File: src/rtl/tmr_hostif_pkg.sv
package tmr_hostif_pkg;

    localparam int NUM_CH   = 3;
    localparam int BYTE_W   = 8;
    localparam int CNT_W    = 2 * BYTE_W;
    localparam int MODE_W   = 3;
    localparam int ADDR_W   = 2;
    localparam int CTL_ADDR = NUM_CH;

    typedef enum logic [1:0] {
        ACC_CAPTURE = 2'd0,
        ACC_LO      = 2'd1,
        ACC_HI      = 2'd2,
        ACC_WORD    = 2'd3
    } acc_e;

    typedef enum logic [1:0] {
        CAP_NONE = 2'd0,
        CAP_LO   = 2'd1,
        CAP_HI   = 2'd2,
        CAP_WORD = 2'd3
    } cap_e;

    typedef struct packed {
        acc_e              acc;
        logic [MODE_W-1:0] mode;
        logic              bcd;
    } chan_cfg_t;

    localparam chan_cfg_t CFG_RESET = '{acc: ACC_WORD, mode: '0, bcd: 1'b0};

    function automatic chan_cfg_t cfg_from_ctl(input logic [BYTE_W-1:0] w);
        chan_cfg_t c;
        c.acc  = acc_e'(w[5:4]);
        c.mode = w[3:1];
        c.bcd  = w[0];
        return c;
    endfunction

    function automatic logic [BYTE_W-1:0] make_status(input logic o, input logic nul,
                                                      input chan_cfg_t c);
        return {o, nul, c.acc, c.mode, c.bcd};
    endfunction

    function automatic cap_e cap_from_acc(input acc_e a);
        return cap_e'(a);
    endfunction

endpackage

File: src/rtl/tmr_hostif_decode.sv
module tmr_hostif_decode
    import tmr_hostif_pkg::*;
#(
    parameter int NCH = NUM_CH,
    parameter int AW  = ADDR_W
) (
    input  logic          clk,
    input  logic          rst,
    input  logic          wr_en,
    input  logic          rd_en,
    input  logic [AW-1:0] addr,
    input  logic [7:1]    ctl_hi,
    output logic [NCH-1:0] data_we,
    output logic [NCH-1:0] data_re,
    output logic [NCH-1:0] cfg_we,
    output logic [NCH-1:0] cnt_cap,
    output logic [NCH-1:0] sts_cap
);

    localparam logic [1:0] SEL_READBACK = 2'b11;

    logic ctl_wr;
    logic readback;
    assign ctl_wr   = wr_en && (addr == AW'(CTL_ADDR));
    assign readback = ctl_wr && (ctl_hi[7:6] == SEL_READBACK);

    for (genvar ch = 0; ch < NCH; ch++) begin : g_ch
        logic sel_hit;
        logic rb_hit;
        assign sel_hit     = ctl_wr && (ctl_hi[7:6] == 2'(ch));
        assign rb_hit      = readback && ctl_hi[1 + ch];
        assign data_we[ch] = wr_en && (addr == AW'(ch));
        assign data_re[ch] = rd_en && (addr == AW'(ch));
        assign cfg_we[ch]  = sel_hit && (ctl_hi[5:4] != 2'b00);
        assign cnt_cap[ch] = (sel_hit && (ctl_hi[5:4] == 2'b00)) || (rb_hit && !ctl_hi[5]);
        assign sts_cap[ch] = rb_hit && !ctl_hi[4];
    end


    cfg_single_chk: assert property (@(posedge clk) disable iff (rst) $onehot0(cfg_we));

    rb_no_cfg_chk: assert property (@(posedge clk) disable iff (rst) (|sts_cap) |-> (cfg_we == '0));

endmodule

File: src/rtl/tmr_hostif_chan.sv
module tmr_hostif_chan
    import tmr_hostif_pkg::*;
(
    input  logic              clk,
    input  logic              rst,
    input  logic              cfg_we,
    input  chan_cfg_t         cfg_in,
    input  logic              cnt_cap,
    input  logic              sts_cap,
    input  logic              data_we,
    input  logic              data_re,
    input  logic [BYTE_W-1:0] wdata,
    input  logic [CNT_W-1:0]  live,
    input  logic              out_lvl,
    input  logic              null_flag,
    output chan_cfg_t         cfg,
    output logic              ld_stb,
    output logic [CNT_W-1:0]  ld_val,
    output logic [BYTE_W-1:0] rd_byte
);

    logic              wr_hi;
    logic              rd_hi;
    logic [BYTE_W-1:0] hold;
    cap_e              cap;
    logic [CNT_W-1:0]  cap_val;
    logic              sts_pend;
    logic [BYTE_W-1:0] sts_byte;

    always_comb begin
        rd_byte = '0;
        if (sts_pend) begin
            rd_byte = sts_byte;
        end else if (cap != CAP_NONE) begin
            rd_byte = (cap == CAP_HI) ? cap_val[CNT_W-1:BYTE_W] : cap_val[BYTE_W-1:0];
        end else begin
            case (cfg.acc)
                ACC_HI:   rd_byte = live[CNT_W-1:BYTE_W];
                ACC_WORD: rd_byte = rd_hi ? live[CNT_W-1:BYTE_W] : live[BYTE_W-1:0];
                default:  rd_byte = live[BYTE_W-1:0];
            endcase
        end
    end

    always_ff @(posedge clk) begin
        if (rst) begin
            cfg      <= CFG_RESET;
            wr_hi    <= 1'b0;
            rd_hi    <= 1'b0;
            hold     <= '0;
            cap      <= CAP_NONE;
            cap_val  <= '0;
            sts_pend <= 1'b0;
            sts_byte <= '0;
            ld_stb   <= 1'b0;
            ld_val   <= '0;
        end else begin
            ld_stb <= 1'b0;
            if (data_re) begin
                if (sts_pend) begin
                    sts_pend <= 1'b0;
                end else if (cap != CAP_NONE) begin
                    cap <= (cap == CAP_WORD) ? CAP_HI : CAP_NONE;
                end else if (cfg.acc == ACC_WORD) begin
                    rd_hi <= !rd_hi;
                end
            end
            if (data_we) begin
                case (cfg.acc)
                    ACC_LO: begin
                        ld_stb <= 1'b1;
                        ld_val <= {{BYTE_W{1'b0}}, wdata};
                    end
                    ACC_HI: begin
                        ld_stb <= 1'b1;
                        ld_val <= {wdata, {BYTE_W{1'b0}}};
                    end
                    default: begin
                        if (!wr_hi) begin
                            hold  <= wdata;
                            wr_hi <= 1'b1;
                        end else begin
                            ld_stb <= 1'b1;
                            ld_val <= {wdata, hold};
                            wr_hi  <= 1'b0;
                        end
                    end
                endcase
            end
            if (cnt_cap && (cap == CAP_NONE)) begin
                cap_val <= live;
                cap     <= cap_from_acc(cfg.acc);
            end
            if (sts_cap && !sts_pend) begin
                sts_byte <= make_status(out_lvl, null_flag, cfg);
                sts_pend <= 1'b1;
            end
            if (cfg_we) begin
                cfg   <= cfg_in;
                wr_hi <= 1'b0;
                rd_hi <= 1'b0;
            end
        end
    end


    ld_from_wr_chk: assert property (@(posedge clk) disable iff (rst) ld_stb |-> $past(data_we));

    cap_hold_chk: assert property (@(posedge clk) disable iff (rst) (cap != CAP_NONE) |=> $stable(cap_val));

    sts_hold_chk: assert property (@(posedge clk) disable iff (rst) sts_pend |=> $stable(sts_byte));

    sts_first_chk: assert property (@(posedge clk) disable iff (rst)
        (data_re && sts_pend && !cnt_cap) |=> (!sts_pend && $stable(cap)));

    cfg_toggle_chk: assert property (@(posedge clk) disable iff (rst) cfg_we |=> (!wr_hi && !rd_hi));

endmodule

File: src/rtl/tmr_hostif.sv
module tmr_hostif
    import tmr_hostif_pkg::*;
(
    input  logic                     clk,
    input  logic                     rst,
    input  logic                     wr_en,
    input  logic                     rd_en,
    input  logic [ADDR_W-1:0]        addr,
    input  logic [BYTE_W-1:0]        wdata,
    output logic [BYTE_W-1:0]        rdata,
    input  logic [NUM_CH*CNT_W-1:0]  live_cnt,
    input  logic [NUM_CH-1:0]        chan_out,
    input  logic [NUM_CH-1:0]        chan_null,
    output logic [NUM_CH-1:0]        load_stb,
    output logic [NUM_CH*CNT_W-1:0]  load_val,
    output logic [NUM_CH*MODE_W-1:0] chan_mode,
    output logic [NUM_CH-1:0]        chan_bcd
);

    logic [NUM_CH-1:0] data_we;
    logic [NUM_CH-1:0] data_re;
    logic [NUM_CH-1:0] cfg_we;
    logic [NUM_CH-1:0] cnt_cap;
    logic [NUM_CH-1:0] sts_cap;
    chan_cfg_t         cfg_in;
    chan_cfg_t         cfg_q   [NUM_CH];
    logic [BYTE_W-1:0] rd_bytes[NUM_CH];

    assign cfg_in = cfg_from_ctl(wdata);

    tmr_hostif_decode #(.NCH(NUM_CH), .AW(ADDR_W)) u_dec (
        .clk     (clk),
        .rst     (rst),
        .wr_en   (wr_en),
        .rd_en   (rd_en),
        .addr    (addr),
        .ctl_hi  (wdata[7:1]),
        .data_we (data_we),
        .data_re (data_re),
        .cfg_we  (cfg_we),
        .cnt_cap (cnt_cap),
        .sts_cap (sts_cap)
    );

    for (genvar ch = 0; ch < NUM_CH; ch++) begin : g_chan
        tmr_hostif_chan u_chan (
            .clk       (clk),
            .rst       (rst),
            .cfg_we    (cfg_we[ch]),
            .cfg_in    (cfg_in),
            .cnt_cap   (cnt_cap[ch]),
            .sts_cap   (sts_cap[ch]),
            .data_we   (data_we[ch]),
            .data_re   (data_re[ch]),
            .wdata     (wdata),
            .live      (live_cnt[ch*CNT_W +: CNT_W]),
            .out_lvl   (chan_out[ch]),
            .null_flag (chan_null[ch]),
            .cfg       (cfg_q[ch]),
            .ld_stb    (load_stb[ch]),
            .ld_val    (load_val[ch*CNT_W +: CNT_W]),
            .rd_byte   (rd_bytes[ch])
        );
        assign chan_mode[ch*MODE_W +: MODE_W] = cfg_q[ch].mode;
        assign chan_bcd[ch]                   = cfg_q[ch].bcd;
    end

    always_comb begin
        rdata = '0;
        for (int i = 0; i < NUM_CH; i++) begin
            if (addr == ADDR_W'(i)) rdata = rd_bytes[i];
        end
    end


    ctl_no_side_chk: assert property (@(posedge clk) disable iff (rst)
        (rd_en && !wr_en && (addr == ADDR_W'(CTL_ADDR))) |=> $stable(load_stb));

endmodule

File: config.mk
export PLATFORM = sky130hd
export DESIGN_NAME = tmr_hostif
export DESIGN_NICKNAME = d
export VERILOG_FILES = /design/src/rtl/tmr_hostif_pkg.sv /design/src/rtl/tmr_hostif_decode.sv /design/src/rtl/tmr_hostif_chan.sv /design/src/rtl/tmr_hostif.sv
export SDC_FILE = /design/constraint.sdc
export NUM_CORES = 1
export LEC_CHECK = 0
export BUFFER_PORTS_ARGS = -buffer_cell sky130_fd_sc_hd__buf_4
export CAP_MARGIN = 40
export CORE_MARGIN = 2
export CORE_UTILIZATION = 40
export CTS_BUF_LIST = sky130_fd_sc_hd__clkbuf_2 sky130_fd_sc_hd__clkbuf_4 sky130_fd_sc_hd__clkbuf_8
export DETAILED_ROUTE_END_ITERATION = 10
export PLACE_DENSITY = 0.59
export RECOVER_POWER = 25
export SLEW_MARGIN = 20
export SYNTH_ARGS = -nofsm -noshare
export SYNTH_HDL_FRONTEND = slang
export SYNTH_SLANG_ARGS = --single-unit
export TNS_END_PERCENT = 30
File: constraint.sdc
create_clock -name clk -period 5.6 [get_ports clk]
set_clock_uncertainty 0.05 [all_clocks]
set_input_delay 0.84 -clock clk [delete_from_list [all_inputs] [get_ports clk]]
set_output_delay 0.84 -clock clk [all_outputs]
set_load 0.02 [all_outputs]
==> results of run 1 <==
-- final cells by class --
class | instances | area [um^2]
Clock buffer | 22 | 284
Clock inverter | 10 | 75.1
Fill cell | 2101 | 10800
Inverter | 20 | 75.1
Multi-Input combinational cell | 680 | 4090
Sequential cell | 180 | 3600
Tap cell | 270 | 338
Timing Repair Buffer | 149 | 932
-- cell usage after synthesis (15+ instances only) --
cell / number / area [um^2]
nand2_1: 88 / 330
o21ai_0: 33 / 165
buf_2: 15 / 75.1
and3_1: 15 / 93.8
buf_4: 17 / 128
a21oi_1: 52 / 260
mux2i_1: 102 / 1020
clkbuf_1: 59 / 221
a211oi_1: 26 / 195
inv_1: 20 / 75.1
nand3_1: 32 / 160
dfxtp_1: 180 / 3600
nor2_1: 167 / 627
nor2b_1: 18 / 113
a221o_1: 21 / 210
nor3_1: 40 / 200
-- per-layer routing --
metal | vias up | track usage
met3 | 15 | 0.0414
met1 | 3340 | 0.304
met4 | 0 | 0.0481
met2 | 175 | 0.331
met5 | - | 0
li1 | 3520 | -
-- worst paths after layout --
| kind | from | endpoint | slack, ns | depth (start not counted) |
|---|---|---|---|---|
| worst min-delay path | g_chan[0].u_chan.ld_val[15] | g_chan[0].u_chan.ld_val[15] | 0.40 | 2 |
| worst max-delay path | g_chan[1].u_chan.cfg[4] | rdata[7] | 1.69 | 8 |
| worst min register to register | g_chan[0].u_chan.ld_val[15] | g_chan[0].u_chan.ld_val[15] | 0.40 | 2 |
| worst max register to register | g_chan[2].u_chan.cfg[4] | g_chan[2].u_chan.hold[7] | 3.12 | 6 |
-- state kept, by name, summed over array words and instances (netlist names), 6 cells and up --
name,count
g_chan.u_chan.cap_val,48
g_chan.u_chan.hold,24
g_chan.u_chan.cap,6
g_chan.u_chan.sts_byte,24
g_chan.u_chan.cfg,18
g_chan.u_chan.ld_val,48
-- tightest hold or removal path, stage by stage, from the launching register on --
cell     delay, ns
dfxtp_1       0.32
nand2_1       0.05
a21oi_1       0.05
-- power by group through the flow --
stage	clock network (mW)	registers, mW	logic [mW]
finish	0.832	1.31	0.248
detailed placement	0	1.34	0.253
global placement	0	1.34	0.251
global route	0.914	1.32	0.267
floorplan	0	1.34	0.143
CTS	0.857	1.31	0.253
-- cell families after synthesis --
| family | after synthesis |
|---|---|
| simple gates | 383 |
| compound gates | 180 |
| fa+ha+maj | 9 |
| buf+inv | 118 |
| flops | 180 |
| xor+xnor | 5 |
| mux | 103 |
-- stage by stage --
step	util	power (mW)	worst slack (ns)	instance area, um^2
final	0.465	2.39	1.69	9400
after global routing	0.465	2.50	1.49	9400
after CTS	0.476	2.42	1.66	9620
after detailed placement	0.458	1.60	2.17	9260
after global placement	0.455	1.59	2.26	9210
after floorplan	-	1.48	2.49	8250
-- layout by cell type (no fill, tap or decap), drive strengths merged, types with 15 or more instances in the layout --
cell      n
inv      22
mux2i   102
dfxtp   180
clkbuf   79
a211oi   26
and3     15
a21oi    52
nand3    33
nor2    168
buf      92
nor2b    18
a221o    21
o21ai    33
nor3     40
nand2    88
==> flow_summary.toml, run 1 <==
[cells_and_area]
final_nets = 1125
antenna_cells = 0
layout-area-overhead-vs-synth_pct = 13.9
layout-drive-gt1-share = 0.127
layoutNonFillerInstCount = 1331

[detailed_routing]
drc_errors = 0
met3_wirelength_um = 965
wirelength_um = 23400
wl_per_cell_um = 17.6
routed.top_layer = "met4"
viasPerCell = 5.30
drtIter0Drc = 432
wl_met2_um = 10600
dr.pass1.iters = 5
ant_nets = 0
vias = 7050
wl_met1_um = 11600

[floorplanning]
start_util = 0.408
die_h_um = 148
ioPinCount = 139
num_rows = 52
design.die.area_um2 = 21800
die_w_um = 148
core_area_um2 = 20200

[power]
peakVddDrop_mv = 0.133
swShare = 0.272
switchingPower_mw = 0.651
p_clk_frac = 0.348
seq_power_share = 0.549
powerDensity_nw_per_um2 = 255
power_frac_comb = 0.104
p_int_mw = 1.74
p_leak_nw = 3.68

[synth]
synthesis.nets = 1055
synth_edf_count = 0
synthMuxAreaShare = 0.125
synthAdderAreaFrac = 0.0136
synth-xor-area-share = 0.00531
synth_area_um2 = 8250
yosysSeqAreaShare = 0.437
synth-async-reset-ratio = 0
yosys_warnings = 0
avgSynthCellArea_um2 = 8.44
synth_top_family_by_area = "simple AND/OR/NAND/NOR gates"
yosys.area_share.simple = 0.205
ys_ff_latch = 180
synth_compound_area_frac = 0.148
synth_cells = 978
ys_types = 46
synth_top_flop_cell = "dfxtp_1"

[sta]
fmax_mhz = 256
drv_slew = 0
maxSlewHeadroom = 0.402
fin_crit_sh = 0.699
fin_crit_ns = 3.91
rsz0062_at_grt = "no"
tightestPinTransition_ns = 0.897
hold_viol_final = 0
hold_ws_ns = 0.404
setup_viol = 0
tns_ns = 0

[worst_hold_path]
hold_path.class = "reg2reg"

[worst_setup_path]
path_class = "reg2out"
startpoint_type = "register"
critPathSlowestCell = "a2111oi_2"
cp.required_ns = 4.71
path_delay_family = "compound AO/OA/AOI/OAI gates"
path_cells = "inv_1, ha_1, nor2b_1, a2111oi_2, a22oi_1, a221o_1, a32oi_1, buf_4"
worst-path-buf-inv = 2
cp_max_fo = 7
end_kind = "output port"
cp.arrival_ns = 3.02
slowest_delay_ns = 0.70

[cts]
cts_buffers = 17
cts-root-buf = "clkbuf_8"
cts_resized = 0
cts_buffer_depth = 2
ctsHoldBuffers = 0
cts_htree_levels = 4
clk_pin_slew_ns = 0.09
clock_sinks = 180
cts_tree = "yes"
clk_latency_ns = 0.46
post-cts-setup-buffer-count = 0

[outcome]
outcome = "finished clean"

[placement]
gp_congestion = 0.872
dp_cells = 1299
port_buffers = 138
dp_hpwl_um = 15900

[global_route]
grt_first_pass_wirelength_um = 36700
track_usage = 0.212
grt_antenna_before_repair = 0
grt_max_degree = 181
grt_overflow = 0
grt_pass1_vias = 6579

[run]
maxCapViolations = 0
(Power assumes the default switching activity.)
==> run 2, diff against run 1 <==
- clock period: 5.6 -> 4 ns (I/O delays scaled with it)
==> flow_summary.toml, run 2 (synthesized netlist as in run 1, its figures left out) <==
[outcome]
outcome = "finished clean"

[cts]
cts_resized = 0
cts_buffers = 17
post-cts-setup-buffer-count = 0
ctsHoldBuffers = 0
clock_sinks = 180
cts_buffer_depth = 2
clk_latency_ns = 0.48
cts-root-buf = "clkbuf_8"
cts_htree_levels = 4
cts_tree = "yes"
clk_pin_slew_ns = 0.09

[detailed_routing]
drtIter0Drc = 328
vias = 7036
drc_errors = 0
viasPerCell = 5.29
ant_nets = 0
wl_per_cell_um = 17.3
dr.pass1.iters = 5
wirelength_um = 23000

[worst_setup_path]
critPathSlowestCell = "a2111oi_2"
worst-path-buf-inv = 2
path_cells = "inv_1, ha_1, nor2b_1, a2111oi_2, a221oi_1, o311a_1, o21ai_0, buf_4"
slowest_delay_ns = 0.74
end_kind = "output port"
cp_max_fo = 7
path_class = "reg2out"
startpoint_type = "register"
cp.required_ns = 3.35
cp.arrival_ns = 3.08
path_delay_family = "compound AO/OA/AOI/OAI gates"

[sta]
fin_crit_sh = 0.933
hold_viol_final = 0
setup_viol = 0
tns_ns = 0
fin_crit_ns = 3.73
tightestPinTransition_ns = 0.794
maxSlewHeadroom = 0.455
drv_slew = 0
rsz0062_at_grt = "no"
fmax_mhz = 268

[placement]
port_buffers = 138
dp_cells = 1299
gp_congestion = 0.860
dp_hpwl_um = 15700

[cells_and_area]
mostFrequentLayoutCells = "180 x dfxtp_1, 167 x nor2_1, 102 x mux2i_1, 89 x buf_4, 88 x nand2_1"
nFillCells = 2103
final_common_cell = "dfxtp_1"
largestRegisters = "g_chan.u_chan.cap_val: 48 flops, g_chan.u_chan.ld_val: 48 flops"
final_nets = 1125
layout-drive-gt1-share = 0.127
layoutNonFillerInstCount = 1331
layout-area-overhead-vs-synth_pct = 14.0
fin_util = 0.465
antenna_cells = 0

[global_route]
grt_first_pass_wirelength_um = 36700
grt_pass1_vias = 6654
grt_overflow = 0
grt_antenna_before_repair = 0
grt_max_degree = 140
track_usage = 0.211

[floorplanning]
die_h_um = 148
ioPinCount = 139
die_w_um = 148
start_util = 0.408
design.die.area_um2 = 21800
num_rows = 52
core_area_um2 = 20200

[power]
peakVddDrop_mv = 0.208
switchingPower_mw = 0.932
p_leak_nw = 3.69
p_int_mw = 2.41
seq_power_share = 0.549
p_clk_frac = 0.348
report.power.total_mw = 3.35
swShare = 0.279
power_frac_comb = 0.103
powerDensity_nw_per_um2 = 356

[run]
maxCapViolations = 0

[worst_hold_path]
hold_path.class = "in2reg"
## run 2: changes by cell type in the layout (fill, tap and decap cells not counted), sizes merged
cell	before	now
clkbuf	79	76
inv	22	26
clkinvlp	4	3
## run 2: power by group through the flow
stage	combinational [mW]	clock, mW	sequential, mW
4_1_cts	0.353	1.19	1.84
6_report	0.344	1.16	1.84
5_1_grt	0.375	1.27	1.84
3_3_place_gp	0.350	0	1.88
2_1_floorplan	0.200	0	1.88
3_5_place_dp	0.352	0	1.88
## run 2: final timing paths
path,slack [ns],endpoint,from,depth (start not counted)
setup / recovery,0.27,rdata[5],g_chan[1].u_chan.cfg[4],8
hold / removal,0.31,g_chan[1].u_chan.sts_byte[6],chan_null[1],3
setup reg to reg,1.57,g_chan[1].u_chan.hold[6],g_chan[1].u_chan.cfg[4],6
hold reg to reg,0.41,g_chan[1].u_chan.ld_val[9],g_chan[1].u_chan.ld_val[9],2
## run 2: stage by stage
step                      hold WS, ns  instance area (um^2)  setup WS, ns
after global routing            0.305                  9410        0.0665
final                           0.314                  9410         0.266
after CTS                       0.292                  9630         0.262
after floorplan                 0.401                  8250          1.13
after detailed placement        0.395                  9280         0.793
after global placement          0.390                  9210         0.954
## run 2: worst reg2reg max path: stages, from the launching register on
cell and delay [ns]:
dfxtp_1 0.44, inv_1 0.07, ha_1 0.73, nand3_1 0.25
nor2_2 0.48, mux2i_1 0.25, nor2_1 0.05
## run 2: metal layers
metal | up-vias | track usage | part of all wire
met3 | 24 | 0.0410 | 0.052
met4 | 0 | 0.0702 | 0.022
met1 | 3292 | 0.299 | 0.48
met2 | 197 | 0.323 | 0.44
li1 | 3523 | - | -
met5 | - | 0 | 0
## run 2: layout make-up
| type | count | area (um^2) | area share |
|---|---|---|---|
| clock buffers | 19 | 255 | 0.0271 |
| clock inverters | 13 | 98.8 | 0.0105 |
| inverters | 20 | 75.1 | 0.00798 |
| multi-input cells | 680 | 4090 | 0.435 |
| flip-flops and latches | 180 | 3600 | 0.383 |
| well taps | 270 | 338 | 0.0359 |
| repair buffers | 149 | 945 | 0.100 |
